===== config.mk =====
export PLATFORM = sky130hd
export DESIGN_NAME = strobe_pio
export DESIGN_NICKNAME = d
export VERILOG_FILES = /design/src/rtl/strobe_pio_pkg.sv /design/src/rtl/strobe_pio_out_strobe.sv /design/src/rtl/strobe_pio_in_capture.sv /design/src/rtl/strobe_pio_regs.sv /design/src/rtl/strobe_pio.sv
export SDC_FILE = /design/constraint.sdc
export NUM_CORES = 1
export LEC_CHECK = 0
export ABC_AREA = 1
export ABC_CLOCK_PERIOD_IN_PS = 1250
export BUFFER_PORTS_ARGS = -buffer_cell sky130_fd_sc_hd__buf_4
export CORE_UTILIZATION = 45
export CTS_CLUSTER_SIZE = 14
export DETAILED_ROUTE_END_ITERATION = 7
export PLACE_DENSITY = 0.8
export SLEW_MARGIN = 40
export SYNTH_ARGS = -nofsm -noshare
export SYNTH_HDL_FRONTEND = slang
export SYNTH_SLANG_ARGS = --single-unit

===== constraint.sdc =====
create_clock -name clk_i -period 1.25 [get_ports clk_i]
set_input_delay 0.125 -clock clk_i [delete_from_list [all_inputs] [get_ports clk_i]]
set_output_delay 0.125 -clock clk_i [all_outputs]
set_load 0.02 [all_outputs]

===== src/rtl/strobe_pio_pkg.sv =====
package strobe_pio_pkg;
  localparam int unsigned ADDR_W = 2;

  typedef enum logic [ADDR_W-1:0] {
    REG_CTRL  = 2'd0,
    REG_OUT   = 2'd1,
    REG_PIN   = 2'd2,
    REG_LATCH = 2'd3
  } reg_sel_e;

  localparam int unsigned CTRL_POL_BIT  = 0;
  localparam int unsigned CTRL_EDGE_BIT = 1;
  localparam int unsigned CTRL_IE_BIT   = 6;
  localparam int unsigned CTRL_FLAG_BIT = 7;

  typedef struct packed {
    logic out_pol_high;
    logic rise_edge;
    logic irq_en;
  } ctrl_t;
endpackage


===== src/rtl/strobe_pio_out_strobe.sv =====
module strobe_pio_out_strobe #(
  parameter int unsigned STB_CYCLES = 2
) (
  input  logic clk_i,
  input  logic rst_ni,
  input  logic load_i,
  output logic active_o
);
  localparam int unsigned CNT_W = $clog2(STB_CYCLES + 1);
  localparam logic [CNT_W-1:0] CNT_LOAD = CNT_W'(STB_CYCLES);

  logic [CNT_W-1:0] cnt_q;

  always_ff @(posedge clk_i or negedge rst_ni) begin
    if (!rst_ni)               cnt_q <= '0;
    else if (load_i)           cnt_q <= CNT_LOAD;
    else if (cnt_q != '0)      cnt_q <= cnt_q - 1'b1;
  end

  assign active_o = (cnt_q != '0);

  p_load_starts_pulse_r3: assert property (@(posedge clk_i) disable iff (!rst_ni)
    load_i |=> active_o);
  p_pulse_not_single_r3: assert property (@(posedge clk_i) disable iff (!rst_ni)
    $rose(active_o) |=> active_o);
  p_restart_extends_r5: assert property (@(posedge clk_i) disable iff (!rst_ni)
    (active_o && load_i) |=> (cnt_q == CNT_LOAD));
endmodule


===== src/rtl/strobe_pio_in_capture.sv =====
module strobe_pio_in_capture #(
  parameter int unsigned DATA_W      = 8,
  parameter int unsigned SYNC_STAGES = 2
) (
  input  logic              clk_i,
  input  logic              rst_ni,
  input  logic              stb_i,
  input  logic              rise_sel_i,
  input  logic [DATA_W-1:0] pins_i,
  output logic              capture_o,
  output logic [DATA_W-1:0] latch_o
);
  logic [SYNC_STAGES-1:0] sync_q;
  logic                   prev_q;
  logic                   synced;
  logic                   rise_det, fall_det;

  generate
    if (SYNC_STAGES == 1) begin : g_sync1
      always_ff @(posedge clk_i or negedge rst_ni) begin
        if (!rst_ni) sync_q <= '0;
        else         sync_q <= stb_i;
      end
    end else begin : g_syncn
      always_ff @(posedge clk_i or negedge rst_ni) begin
        if (!rst_ni) sync_q <= '0;
        else         sync_q <= {sync_q[SYNC_STAGES-2:0], stb_i};
      end
    end
  endgenerate

  assign synced   = sync_q[SYNC_STAGES-1];
  assign rise_det = synced & ~prev_q;
  assign fall_det = ~synced & prev_q;
  assign capture_o = rise_sel_i ? rise_det : fall_det;

  always_ff @(posedge clk_i or negedge rst_ni) begin
    if (!rst_ni) begin
      prev_q  <= 1'b0;
      latch_o <= '0;
    end else begin
      prev_q <= synced;
      if (capture_o) latch_o <= pins_i;
    end
  end

  p_single_capture_r6: assert property (@(posedge clk_i) disable iff (!rst_ni)
    capture_o |=> !capture_o);
  p_latch_hold_r6: assert property (@(posedge clk_i) disable iff (!rst_ni)
    !capture_o |=> $stable(latch_o));
endmodule


===== src/rtl/strobe_pio_regs.sv =====
module strobe_pio_regs
  import strobe_pio_pkg::*;
#(
  parameter int unsigned DATA_W = 8
) (
  input  logic              clk_i,
  input  logic              rst_ni,
  input  logic              sel_i,
  input  logic              wr_i,
  input  logic              rd_i,
  input  logic [ADDR_W-1:0] addr_i,
  input  logic [DATA_W-1:0] wdata_i,
  output logic [DATA_W-1:0] rdata_o,
  input  logic [DATA_W-1:0] pin_i,
  input  logic [DATA_W-1:0] latch_i,
  input  logic              capture_i,
  output ctrl_t             ctrl_o,
  output logic [DATA_W-1:0] out_data_o,
  output logic              out_load_o,
  output logic              flag_o
);
  reg_sel_e sel_reg;
  logic     wr_ctrl, wr_out, rd_ctrl, rd_latch;
  logic     flag_q, armed_q;
  logic     unused_wdata;

  assign sel_reg  = reg_sel_e'(addr_i);
  assign wr_ctrl  = sel_i & wr_i & (sel_reg == REG_CTRL);
  assign wr_out   = sel_i & wr_i & (sel_reg == REG_OUT);
  assign rd_ctrl  = sel_i & rd_i & (sel_reg == REG_CTRL);
  assign rd_latch = sel_i & rd_i & (sel_reg == REG_LATCH);
  assign unused_wdata = ^wdata_i;

  always_ff @(posedge clk_i or negedge rst_ni) begin
    if (!rst_ni) begin
      ctrl_o     <= '0;
      out_data_o <= '0;
    end else begin
      if (wr_ctrl) begin
        ctrl_o.out_pol_high <= wdata_i[CTRL_POL_BIT];
        ctrl_o.rise_edge    <= wdata_i[CTRL_EDGE_BIT];
        ctrl_o.irq_en       <= wdata_i[CTRL_IE_BIT];
      end
      if (wr_out) out_data_o <= wdata_i;
    end
  end

  // flag clear needs a control read with flag set, then a latch read
  always_ff @(posedge clk_i or negedge rst_ni) begin
    if (!rst_ni) begin
      flag_q  <= 1'b0;
      armed_q <= 1'b0;
    end else begin
      if (capture_i)                flag_q <= 1'b1;
      else if (rd_latch && armed_q) flag_q <= 1'b0;
      if (rd_latch)                 armed_q <= 1'b0;
      else if (rd_ctrl && flag_q)   armed_q <= 1'b1;
    end
  end

  assign flag_o     = flag_q;
  assign out_load_o = wr_out;

  always_comb begin
    rdata_o = '0;
    if (sel_i && rd_i) begin
      unique case (sel_reg)
        REG_CTRL: begin
          rdata_o[CTRL_POL_BIT]  = ctrl_o.out_pol_high;
          rdata_o[CTRL_EDGE_BIT] = ctrl_o.rise_edge;
          rdata_o[CTRL_IE_BIT]   = ctrl_o.irq_en;
          rdata_o[CTRL_FLAG_BIT] = flag_q;
        end
        REG_OUT:   rdata_o = out_data_o;
        REG_PIN:   rdata_o = pin_i;
        REG_LATCH: rdata_o = latch_i;
        default:   rdata_o = '0;
      endcase
    end
  end

  p_flag_set_r8: assert property (@(posedge clk_i) disable iff (!rst_ni)
    capture_i |=> flag_q);
  p_flag_rise_src_r8: assert property (@(posedge clk_i) disable iff (!rst_ni)
    $rose(flag_q) |-> $past(capture_i));
  p_flag_clear_seq_r9: assert property (@(posedge clk_i) disable iff (!rst_ni)
    $fell(flag_q) |-> $past(rd_latch && armed_q));
endmodule


===== src/rtl/strobe_pio.sv =====
module strobe_pio
  import strobe_pio_pkg::*;
#(
  parameter int unsigned DATA_W      = 8,
  parameter int unsigned STB_CYCLES  = 2,
  parameter int unsigned SYNC_STAGES = 2
) (
  input  logic              clk_i,
  input  logic              rst_ni,
  input  logic              sel_i,
  input  logic              wr_i,
  input  logic              rd_i,
  input  logic [ADDR_W-1:0] addr_i,
  input  logic [DATA_W-1:0] wdata_i,
  output logic [DATA_W-1:0] rdata_o,
  output logic [DATA_W-1:0] out_port_o,
  output logic              out_stb_o,
  input  logic [DATA_W-1:0] in_port_i,
  input  logic              in_stb_i,
  output logic              irq_o
);
  ctrl_t             ctrl;
  logic              out_load, stb_active, capture, flag;
  logic [DATA_W-1:0] latch;

  strobe_pio_regs #(.DATA_W(DATA_W)) u_regs (
    .clk_i      (clk_i),
    .rst_ni     (rst_ni),
    .sel_i      (sel_i),
    .wr_i       (wr_i),
    .rd_i       (rd_i),
    .addr_i     (addr_i),
    .wdata_i    (wdata_i),
    .rdata_o    (rdata_o),
    .pin_i      (in_port_i),
    .latch_i    (latch),
    .capture_i  (capture),
    .ctrl_o     (ctrl),
    .out_data_o (out_port_o),
    .out_load_o (out_load),
    .flag_o     (flag)
  );

  strobe_pio_out_strobe #(.STB_CYCLES(STB_CYCLES)) u_out_stb (
    .clk_i    (clk_i),
    .rst_ni   (rst_ni),
    .load_i   (out_load),
    .active_o (stb_active)
  );

  strobe_pio_in_capture #(.DATA_W(DATA_W), .SYNC_STAGES(SYNC_STAGES)) u_in_cap (
    .clk_i      (clk_i),
    .rst_ni     (rst_ni),
    .stb_i      (in_stb_i),
    .rise_sel_i (ctrl.rise_edge),
    .pins_i     (in_port_i),
    .capture_o  (capture),
    .latch_o    (latch)
  );

  assign out_stb_o = ctrl.out_pol_high ? stb_active : ~stb_active;
  assign irq_o     = flag & ctrl.irq_en;

  p_irq_needs_flag_r10: assert property (@(posedge clk_i) disable iff (!rst_ni)
    capture |=> (irq_o == ctrl.irq_en));
  p_out_port_follows_write_r2: assert property (@(posedge clk_i) disable iff (!rst_ni)
    out_load |=> (out_port_o == $past(wdata_i)));
endmodule


==> flow_summary_export.csv, run 1 <==
group,metric,value,unit
run_status,status,"finished with violations",
run_status,violations,"DRC, setup timing",
placement,port_buffers,41,
timing,report.final.slew_viol_count,0,
worst_setup_path,slowest_delay,0.42,ns
power,powerDensity,1350,nW/um^2
clock_tree,htree_levels,1,
floorplan,die_w,57.0,um
floorplan,die-area,3250,um^2
clock_tree,clk_path_buf_depth,2,
worst_setup_path,cp_slowest_cell,"dfrtp_1",
cells_and_area,multi_input_comb_area,617,um^2
worst_setup_path,r2r-start,"u_regs.ctrl_o[1]$_DFFE_PN0P_",
routing,antenna_left,0,
cells_and_area,post-route-util,72.8,%
min_path,hp-start,"in_port_i[6]",
grt,grt_max_degree,27,
worst_setup_path,cp_data_required_time,1.12,ns
synth,syn_area,1360,um^2
synth,yosys.area_share.simple,35.0,%
routing,routed_via_density,5.15,
synth,netlist-cell-type-count,19,
grt,grt_pass1_vias,1260,
grt,overflow,0,
worst_setup_path,criticalPathCategory,"flop to primary output",
clock_tree,clockRootBuffer,"clkbuf_4",
placement,gp_congestion,0.884,
routing,num_vias,1453,
floorplan,io_pins,42,
clock_tree,clock-sinks,26,
placement,hpwl,2360,um
synth,synth-compound-area-share,5.69,%
clock_tree,tritoncts,"yes",
min_path,hold_end,"u_in_cap.latch_o[6]$_DFFE_PN0P_",
timing,fmax,723,MHz
power,power_leakage,1.16,nW
floorplan,dieHeight,57.0,um
cells_and_area,seq_area,652,um^2
timing,fin_worst_skew,0.0196,ns
clock_tree,clk_latency,0.34,ns
routing,drc,8,
timing,setup_ws,-0.134,ns
clock_tree,cts_buffers,3,
synth,synth.avg_cell_area,7.61,um^2
timing,whs,0.000971,ns
routing,drt_first_iter_violations,54,
cells_and_area,fillers,227,
timing,hold_violations,0,
routing,dr.pass1.iters,7,
worst_setup_path,end_kind,"primary output",
synth,syn_inst,179,
floorplan,rows,19,
synth,synth-seq-area-share,47.8,%
cells_and_area,drive_above_1_share,33.9,%
grt,grt_pass1_wl,5570,um
worst_setup_path,path_cells,"inv_2 > ha_4 > xor2_2 > buf_6",
cells_and_area,area_growth_syn_to_layout,50.0,%
worst_setup_path,r2r_end,"u_in_cap.latch_o[4]$_DFFE_PN0P_",
cells_and_area,nets,277,
timing,fin_tns_setup,-0.582,ns
job,maxCapViolCount,0,
grt,grt_usage,22.6,%
synth,yosysWarnings,0,
synth,synth.area.mux_share,0,%
floorplan,core,2810,um^2
timing,timing.final.crit_share,111,%
worst_setup_path,rrSetupSlack,0.15,ns
grt,antenna_found_initial,0,
timing,worst_pin_slew,0.331,ns
cells_and_area,diodes,0,
synth,syn-num-nets,204,
timing,relSlewSlack,77.9,%
min_path,whs_path_depth,3,
timing,min_period,1.38,ns
synth,synthAdderAreaFrac,0.918,%
synth,synthXorXnorAreaFrac,0.643,%
routing,drt-wirelength-per-cell,13.3,um
synth,ys_seq_elements,26,
worst_setup_path,cp_data_arrival_time,1.26,ns
min_path,hold_path_class,"input port to flop",
worst_setup_path,critPathMaxFanout,2,
timing,rsz0062_at_grt,"true",
clock_tree,cts.clk_slew.worst_paths,0.15,ns
worst_setup_path,cp-start-kind,"flop",
floorplan,start_util,48.6,%
synth,synth_top_family_by_area,"simple AND/OR/NAND/NOR gates",
power,ir_drop,0.00105,V
timing,setup_violations,10,
routing,routed_wl,3750,um
worst_setup_path,rr_worst_depth,6,
-- registers in the layout, indices dropped and copies added (netlist names) --
register,cells
u_in_cap.latch_o,8
u_in_cap.prev_q,1
u_in_cap.sync_q,2
u_out_stb.cnt_q,2
u_regs.armed_q,1
u_regs.ctrl_o,3
u_regs.flag_o,1
u_regs.out_data_o,8
-- timing repair --
item                                    CTS  global route
gates resized for setup                   6            16
endpoints found under the setup margin    9            12
setup buffers                            11             5
hold buffers                              7             4
endpoints found under the hold margin    32             4
pin swaps                                 6             6
-- Yosys cell counts --
master	n	area, um^2
nor2_2	1	6.26
nor2_8	1	20.0
nand2_4	1	11.3
nand2_2	2	12.5
clkinv_1	1	3.75
o21ai_2	2	17.5
buf_4	1	7.51
buf_2	1	5.00
ha_1	1	12.5
nand2_1	63	236
nand3_1	32	160
buf_6	3	33.8
inv_2	1	3.75
nor2_1	8	30.0
dfrtp_1	26	651
o21ai_0	8	40.0
inv_1	22	82.6
xor2_1	1	8.76
a21oi_1	4	20.0
-- report_power, final --
part           switching, mW  internal (mW)
clock network          0.259          0.178
logic                  0.581          0.592
registers              0.127           1.03
-- layer usage --
layer	track usage (%)	vias up	share of wire, %
met5	0	-	0
met4	7.67	0	1.2
li1	-	702	-
met1	29.3	689	41
met2	37.1	54	52
met3	5.44	8	5.9
-- kinds of logic (layout without fill, tap and decap cells) --
group | Yosys count | in the layout
adders and majority gates | 1 | 1
AOI/OAI and AO/OA | 14 | 14
buffers and inverters | 29 | 101
xor gates and xnor gates | 1 | 1
DFF | 26 | 26
and+or+nand+nor | 108 | 108
-- critical path, delay by kind of cell (launching register included) --
| family | cells | cell delay (ns) |
|---|---|---|
| flip-flops | 1 | 0.42 |
| buffers and inverters | 2 | 0.22 |
| adder cells (fa/ha/maj) | 1 | 0.15 |
| XOR/XNOR | 1 | 0.15 |
-- worst max-delay path by stage --
stage | endpoint | startpoint | cells after the start | slack [ns]
after floorplan | out_stb_o | u_out_stb.cnt_q[0]$_DFFE_PN0P_ | 3 | 0.15
after global routing | rdata_o[6] | u_regs.out_data_o[6]$_DFFE_PN0P_ | 5 | -0.23
after global placement | rdata_o[0] | addr_i[1] | 6 | 0.14
final | out_stb_o | u_out_stb.cnt_q[0]$_DFFE_PN0P_ | 4 | -0.13
after detailed placement | u_in_cap.latch_o[7]$_DFFE_PN0P_ | u_regs.ctrl_o[1]$_DFFE_PN0P_ | 6 | 0.12
after CTS | out_stb_o | u_out_stb.cnt_q[0]$_DFFE_PN0P_ | 4 | -0.20
-- through the flow --
step / cells / cell area [um^2] / total power, mW / setup slack [ns]
3_3_place_gp: 251 / 1700 / 1.95 / 0.139
2_1_floorplan: 179 / 1360 / 1.64 / 0.147
5_1_grt: 282 / 2040 / 2.97 / -0.232
4_1_cts: 273 / 1910 / 2.57 / -0.196
3_5_place_dp: 251 / 1700 / 1.97 / 0.116
6_report: 282 / 2040 / 2.76 / -0.134
-- layout make-up --
| class | count | share of cell area [%] |
|---|---|---|
| Clock buffer | 4 | 1.78 |
| Inverter | 24 | 4.59 |
| Multi-Input combinational cell | 124 | 30.2 |
| Sequential cell | 26 | 31.9 |
| Tap cell | 31 | 1.90 |
| Timing Repair Buffer | 73 | 29.6 |
-- placed cells by master, fill, tap and decap left out, types with 6 or more instances in the layout --
master / instances
buf_6: 8
nand2_1: 62
dlygate4sd3_1: 11
nor2_1: 8
o21ai_0: 6
inv_1: 20
buf_4: 54
nand3_1: 29
dfrtp_1: 25
(Power assumes the default switching activity.)
==> inputs of run 2 (changes only) <==
- ABC_CLOCK_PERIOD_IN_PS: 1250 -> 1500
- clock period: 1.25 -> 1.5 ns (I/O delays scaled with it)
==> flow_summary_export.csv, run 2 (synthesized netlist as in run 1, its figures left out) <==
group,metric,value,unit
run_status,status,"finished with violations",
run_status,violations,"DRC",
power,ir_drop,0.00103,V
cells_and_area,diodes,0,
cells_and_area,fillers,259,
worst_setup_path,cp_slowest_cell,"dfrtp_1",
power,power_leakage,1.01,nW
cells_and_area,top_regs,"u_in_cap.latch_o (8), u_regs.out_data_o (8), u_regs.ctrl_o (3)",
clock_tree,htree_levels,1,
placement,port_buffers,41,
worst_setup_path,criticalPathCategory,"flop to primary output",
min_path,hold_path_class,"input port to flop",
floorplan,die_w,57.0,um
routing,num_vias,1230,
grt,grt_max_degree,27,
floorplan,dieHeight,57.0,um
cells_and_area,layout_common_cells,"63 x nand2_1, 42 x buf_4, 32 x nand3_1",
power,combPwrFrac,35.4,%
clock_tree,cts_buffers,3,
worst_setup_path,slowest_delay,0.40,ns
grt,grt_usage,20.6,%
clock_tree,clockRootBuffer,"clkbuf_4",
grt,overflow,0,
power,swShare,35.3,%
placement,hpwl,2250,um
power,seq_power_share,47.1,%
routing,dr.pass1.iters,6,
worst_setup_path,cp-start-kind,"flop",
cells_and_area,seq_area,651,um^2
cells_and_area,multi_input_comb_area,596,um^2
grt,grt_pass1_vias,1113,
routing,routed_via_density,4.84,
clock_tree,clock-sinks,26,
worst_setup_path,path_cells,"inv_1 > ha_4 > xor2_2 > buf_6",
grt,antenna_found_initial,0,
floorplan,rows,19,
job,maxCapViolCount,0,
clock_tree,tritoncts,"yes",
power,powerDensity,1170,nW/um^2
worst_setup_path,critPathBufInv,2,
timing,rsz0062_at_grt,"false",
worst_setup_path,end_kind,"primary output",
worst_setup_path,critPathMaxFanout,3,
routing,drt_first_iter_violations,48,
floorplan,start_util,48.6,%
routing,drt-wirelength-per-cell,11.7,um
routing,routed_wl,2980,um
floorplan,core,2810,um^2
timing,timing.final.crit_share,95.2,%
clock_tree,clk_path_buf_depth,2,
routing,drc,8,
power,power_switching,0.726,mW
timing,hold_violations,0,
routing,antenna_left,0,
timing,worst_pin_slew,0.316,ns
cells_and_area,drive_above_1_share,26.0,%
worst_setup_path,cp_data_required_time,1.35,ns
timing,setup_violations,0,
timing,fmax,700,MHz
cells_and_area,nets,249,
power,intPower,1.33,mW
worst_setup_path,cp_data_arrival_time,1.28,ns
placement,gp_congestion,0.896,
clock_tree,cts.clk_slew.worst_paths,0.14,ns
timing,report.final.slew_viol_count,0,
timing,fin_worst_skew,0.00274,ns
worst_setup_path,cp_top_family,"flip-flops",
power,clkPwrFrac,17.5,%
timing,min_period,1.43,ns
cells_and_area,final_common_cell,"nand2_1",
cells_and_area,area_growth_syn_to_layout,29.0,%
placement,pre_cts_ws,0.224,ns
timing,setup_ws,0.0720,ns
grt,grt_pass1_wl,5120,um
floorplan,die-area,3250,um^2
floorplan,io_pins,42,
timing,fin_tns_setup,0,ns
clock_tree,clk_latency,0.33,ns
timing,relSlewSlack,78.9,%
[run 2: cell types whose count changed in the layout (fill, tap and decap cells not counted), sizes merged]
| cell | change |
|---|---|
| dlygate4sd3 | -9 |
| buf | -19 |
| clkinv | +1 |
| clkinvlp | -1 |
[run 2: tightest hold or removal path, delay by kind of cell]
family,cells,cell delay [ns]
buffers and inverters,1,0.08
and+or+nand+nor,2,0.09
[run 2: final cells by class]
| class | instances | area share (%) |
|---|---|---|
| inverter | 24 | 5.12 |
| clock buffer | 4 | 2.06 |
| multi-input combinational | 124 | 33.9 |
| sequential | 26 | 37.0 |
| tap | 31 | 2.21 |
| timing repair buffer | 45 | 19.7 |
[run 2: worst paths after layout]
check	from	end	slack, ns	cells after the start
worst max-delay path	u_out_stb.cnt_q[1]$_DFFE_PN0P_	out_stb_o	0.07	4
worst min-delay path	in_port_i[0]	u_in_cap.latch_o[0]$_DFFE_PN0P_	0.02	3
worst max register to register	u_regs.ctrl_o[1]$_DFFE_PN0P_	u_in_cap.latch_o[6]$_DFFE_PN0P_	0.37	6
worst min register to register	u_in_cap.sync_q[0]$_DFF_PN0_	u_in_cap.sync_q[1]$_DFF_PN0_	0.37	0
max in group asynchronous	rst_ni	u_in_cap.latch_o[5]$_DFFE_PN0P_	1.02	2
min in group asynchronous	rst_ni	u_in_cap.latch_o[2]$_DFFE_PN0P_	0.24	2
[run 2: repair_timing]
action / 4_1_cts / 5_1_grt
setup buffers: 0 / 1
pin swaps: 1 / 0
hold endpoints to repair: 27 / 0
hold buffers: 2 / 0
setup endpoints to repair: 1 / 2
gates resized for setup: 2 / 3
[run 2: metrics by stage]
stage	util (%)	instances	cell area, um^2	hold WS (ns)	power, mW
5_1_grt	62.7	254	1760	0.0121	2.21
3_5_place_dp	59.5	247	1670	0.0739	1.64
6_report	62.7	254	1760	0.0179	2.06
4_1_cts	62.0	253	1740	0.0153	2.03
2_1_floorplan	-	179	1360	-0.146	1.37
3_3_place_gp	59.5	247	1670	0.0731	1.62
[run 2: power groups by stage]
stage / clock (mW) / combinational [mW] / sequential (mW)
after CTS: 0.368 / 0.700 / 0.966
final: 0.361 / 0.728 / 0.968
after detailed placement: 0 / 0.661 / 0.980
after floorplan: 0 / 0.375 / 0.995
after global routing: 0.401 / 0.824 / 0.983
after global placement: 0 / 0.643 / 0.975
[run 2: per-layer routing]
metal	vias to the layer above	part of all wire (%)	GRT usage (%)
met5	-	0	0
met4	0	1.6	8.36
met3	5	6.2	3.63
met2	33	45	31.1
met1	546	47	29.5
li1	646	-	-
==> inputs of run 3 (changes only) <==
--- a/config.mk
+++ b/config.mk
@@ -10,6 +10,6 @@
 export BUFFER_PORTS_ARGS = -buffer_cell sky130_fd_sc_hd__buf_4
-export CORE_UTILIZATION = 45
+export CORE_UTILIZATION = 50
 export CTS_CLUSTER_SIZE = 14
 export DETAILED_ROUTE_END_ITERATION = 7
-export PLACE_DENSITY = 0.8
+export PLACE_DENSITY = 0.86
 export SLEW_MARGIN = 40
--- a/constraint.sdc
+++ b/constraint.sdc
@@ -3,2 +3,2 @@
 set_output_delay 0.15 -clock clk_i [all_outputs]
-set_load 0.02 [all_outputs]
+set_load 0.01 [all_outputs]
==> flow_summary_export.csv, run 3 (synthesized netlist as in run 1, its figures left out) <==
group,metric,value,unit
run_status,status,"finished, final reports clean",
clock_tree,clock-sinks,26,
routing,antenna_left,0,
placement,hpwl,2210,um
routing,routed_wl,3000,um
grt,grt_max_degree,27,
placement,port_buffers,41,
placement,pre_cts_ws,0.269,ns
timing,min_period,1.40,ns
routing,route.met3.wl,171,um
min_path,hold_end,"u_in_cap.latch_o[5]$_DFFE_PN0P_",
cells_and_area,nets,249,
routing,dr.pass1.iters,5,
clock_tree,cts.clk_slew.worst_paths,0.13,ns
clock_tree,clk_latency,0.32,ns
cells_and_area,layout_common_cells,"63 x nand2_1, 43 x buf_4, 32 x nand3_1",
worst_setup_path,criticalPathCategory,"flop to primary output",
clock_tree,cts_buffers,3,
routing,drc,0,
power,power_switching,0.654,mW
floorplan,core,2520,um^2
timing,fin_worst_skew,0.00256,ns
routing,wl_met1,1390,um
floorplan,rows,18,
clock_tree,htree_levels,1,
timing,setup_ws,0.0965,ns
power,combPwrFrac,30.9,%
power,clkPwrFrac,22.8,%
cells_and_area,diodes,0,
clock_tree,tritoncts,"yes",
clock_tree,clk_path_buf_depth,2,
cells_and_area,fillers,215,
cells_and_area,area_growth_syn_to_layout,29.3,%
timing,setup_violations,0,
cells_and_area,top_regs,"u_in_cap.latch_o (8), u_regs.out_data_o (8), u_regs.ctrl_o (3)",
floorplan,die-area,2940,um^2
routing,num_vias,1275,
timing,timing.final.crit_share,93.6,%
floorplan,io_pins,42,
cells_and_area,post-route-util,69.8,%
min_path,hold_path_class,"input port to flop",
grt,grt_pass1_vias,1059,
cells_and_area,multi_input_comb_area,588,um^2
cells_and_area,final_common_cell,"nand2_1",
timing,fmax,712,MHz
floorplan,die_w,54.2,um
power,seq_power_share,46.3,%
timing,relSlewSlack,78.6,%
worst_setup_path,rr_worst_depth,6,
worst_setup_path,critPathMaxFanout,3,
power,power_leakage,1.02,nW
grt,overflow,0,
routing,wl_met2,1410,um
min_path,hp-start,"in_port_i[5]",
job,maxCapViolCount,0,
routing,drt-wirelength-per-cell,11.8,um
worst_setup_path,r2r_end,"u_in_cap.latch_o[4]$_DFFE_PN0P_",
timing,rsz0062_at_grt,"false",
routing,drt_first_iter_violations,32,
timing,report.final.slew_viol_count,0,
power,swShare,31.3,%
power,ir_drop,0.000908,V
grt,grt_pass1_wl,4590,um
cells_and_area,drive_above_1_share,26.0,%
power,powerDensity,1180,nW/um^2
worst_setup_path,cp-start-kind,"flop",
routing,dr.max_layer_used,"met4",
timing,hold_violations,0,
worst_setup_path,r2r-start,"u_regs.ctrl_o[1]$_DFFE_PN0P_",
min_path,whs_path_depth,3,
worst_setup_path,cp_data_arrival_time,1.25,ns
worst_setup_path,end_kind,"primary output",
clock_tree,clockRootBuffer,"clkbuf_4",
placement,gp_congestion,0.943,
grt,antenna_found_initial,0,
timing,fin_tns_setup,0,ns
worst_setup_path,cp_data_required_time,1.35,ns
power,intPower,1.43,mW
floorplan,dieHeight,54.2,um
cells_and_area,seq_area,651,um^2
routing,routed_via_density,5.04,
timing,worst_pin_slew,0.321,ns
worst_setup_path,rrSetupSlack,0.34,ns
floorplan,start_util,54.0,%
grt,grt_usage,22.2,%
==> run 3: cell count changes in the layout (fill, tap and decap cells not counted) <==
| cell | before | now |
|---|---|---|
| buf_4 | 42 | 43 |
| buf_6 | 1 | 0 |
| bufinv_16 | 0 | 1 |
| clkbuf_8 | 1 | 0 |
| inv_1 | 21 | 20 |
| inv_2 | 2 | 3 |
| xor2_1 | 0 | 1 |
| xor2_2 | 1 | 0 |
==> run 3: repair_timing <==
item	CTS	global route
hold endpoints to repair	27	0
endpoints found under the setup margin	0	2
hold buffers	2	0
resized for setup	0	4
setup buffers	0	1
==> run 3: worst max-delay path, stage by stage, from the launching register on <==
cell and delay [ns]:
dfrtp_1 0.42, inv_2 0.08, ha_4 0.14, xor2_1 0.15
buf_4 0.14
==> run 3: worst max-delay path by stage <==
stage	from	end	slack (ns)	depth (start not counted)
floorplan	u_regs.ctrl_o[1]$_DFFE_PN0P_	u_in_cap.latch_o[0]$_DFFE_PN0P_	0.45	6
global placement	addr_i[1]	rdata_o[0]	0.30	6
finish	u_out_stb.cnt_q[0]$_DFFE_PN0P_	out_stb_o	0.1	4
global route	u_out_stb.cnt_q[1]$_DFFE_PN0P_	out_stb_o	0.03	4
CTS	u_out_stb.cnt_q[0]$_DFFE_PN0P_	out_stb_o	0.02	4
detailed placement	addr_i[1]	rdata_o[0]	0.27	6
==> run 3: final cells by class <==
cell class                 instances  share of cell area, %
tap                               30                   2.13
multi-input combinational        124                   33.4
inverter                          24                   5.11
sequential                        26                   36.9
clock inverter                     1                   1.70
clock buffer                       3                   1.28
timing repair buffer              45                   19.5
==> run 3: stage by stage <==
stage                     hold slack [ns]  cells  cell area [um^2]  power [mW]
after global routing               0.0183    253              1760        2.25
after detailed placement           0.0715    246              1670        1.57
after global placement             0.0714    246              1670        1.55
after floorplan                    -0.146    179              1360        1.31
final                              0.0264    253              1760        2.09
after CTS                          0.0188    252              1740        2.06
==> run 3: routing by layer <==
metal	vias up	track usage, %
li1	647	-
met4	0	5.13
met5	-	0
met3	5	5.65
met2	35	37.0
met1	588	28.7
==> run 3: power groups by stage <==
stage	combinational, mW	sequential (mW)	clock [mW]
final	0.644	0.967	0.477
after floorplan	0.347	0.964	0
after global routing	0.748	0.981	0.521
after CTS	0.604	0.962	0.490
after detailed placement	0.597	0.976	0
after global placement	0.581	0.973	0
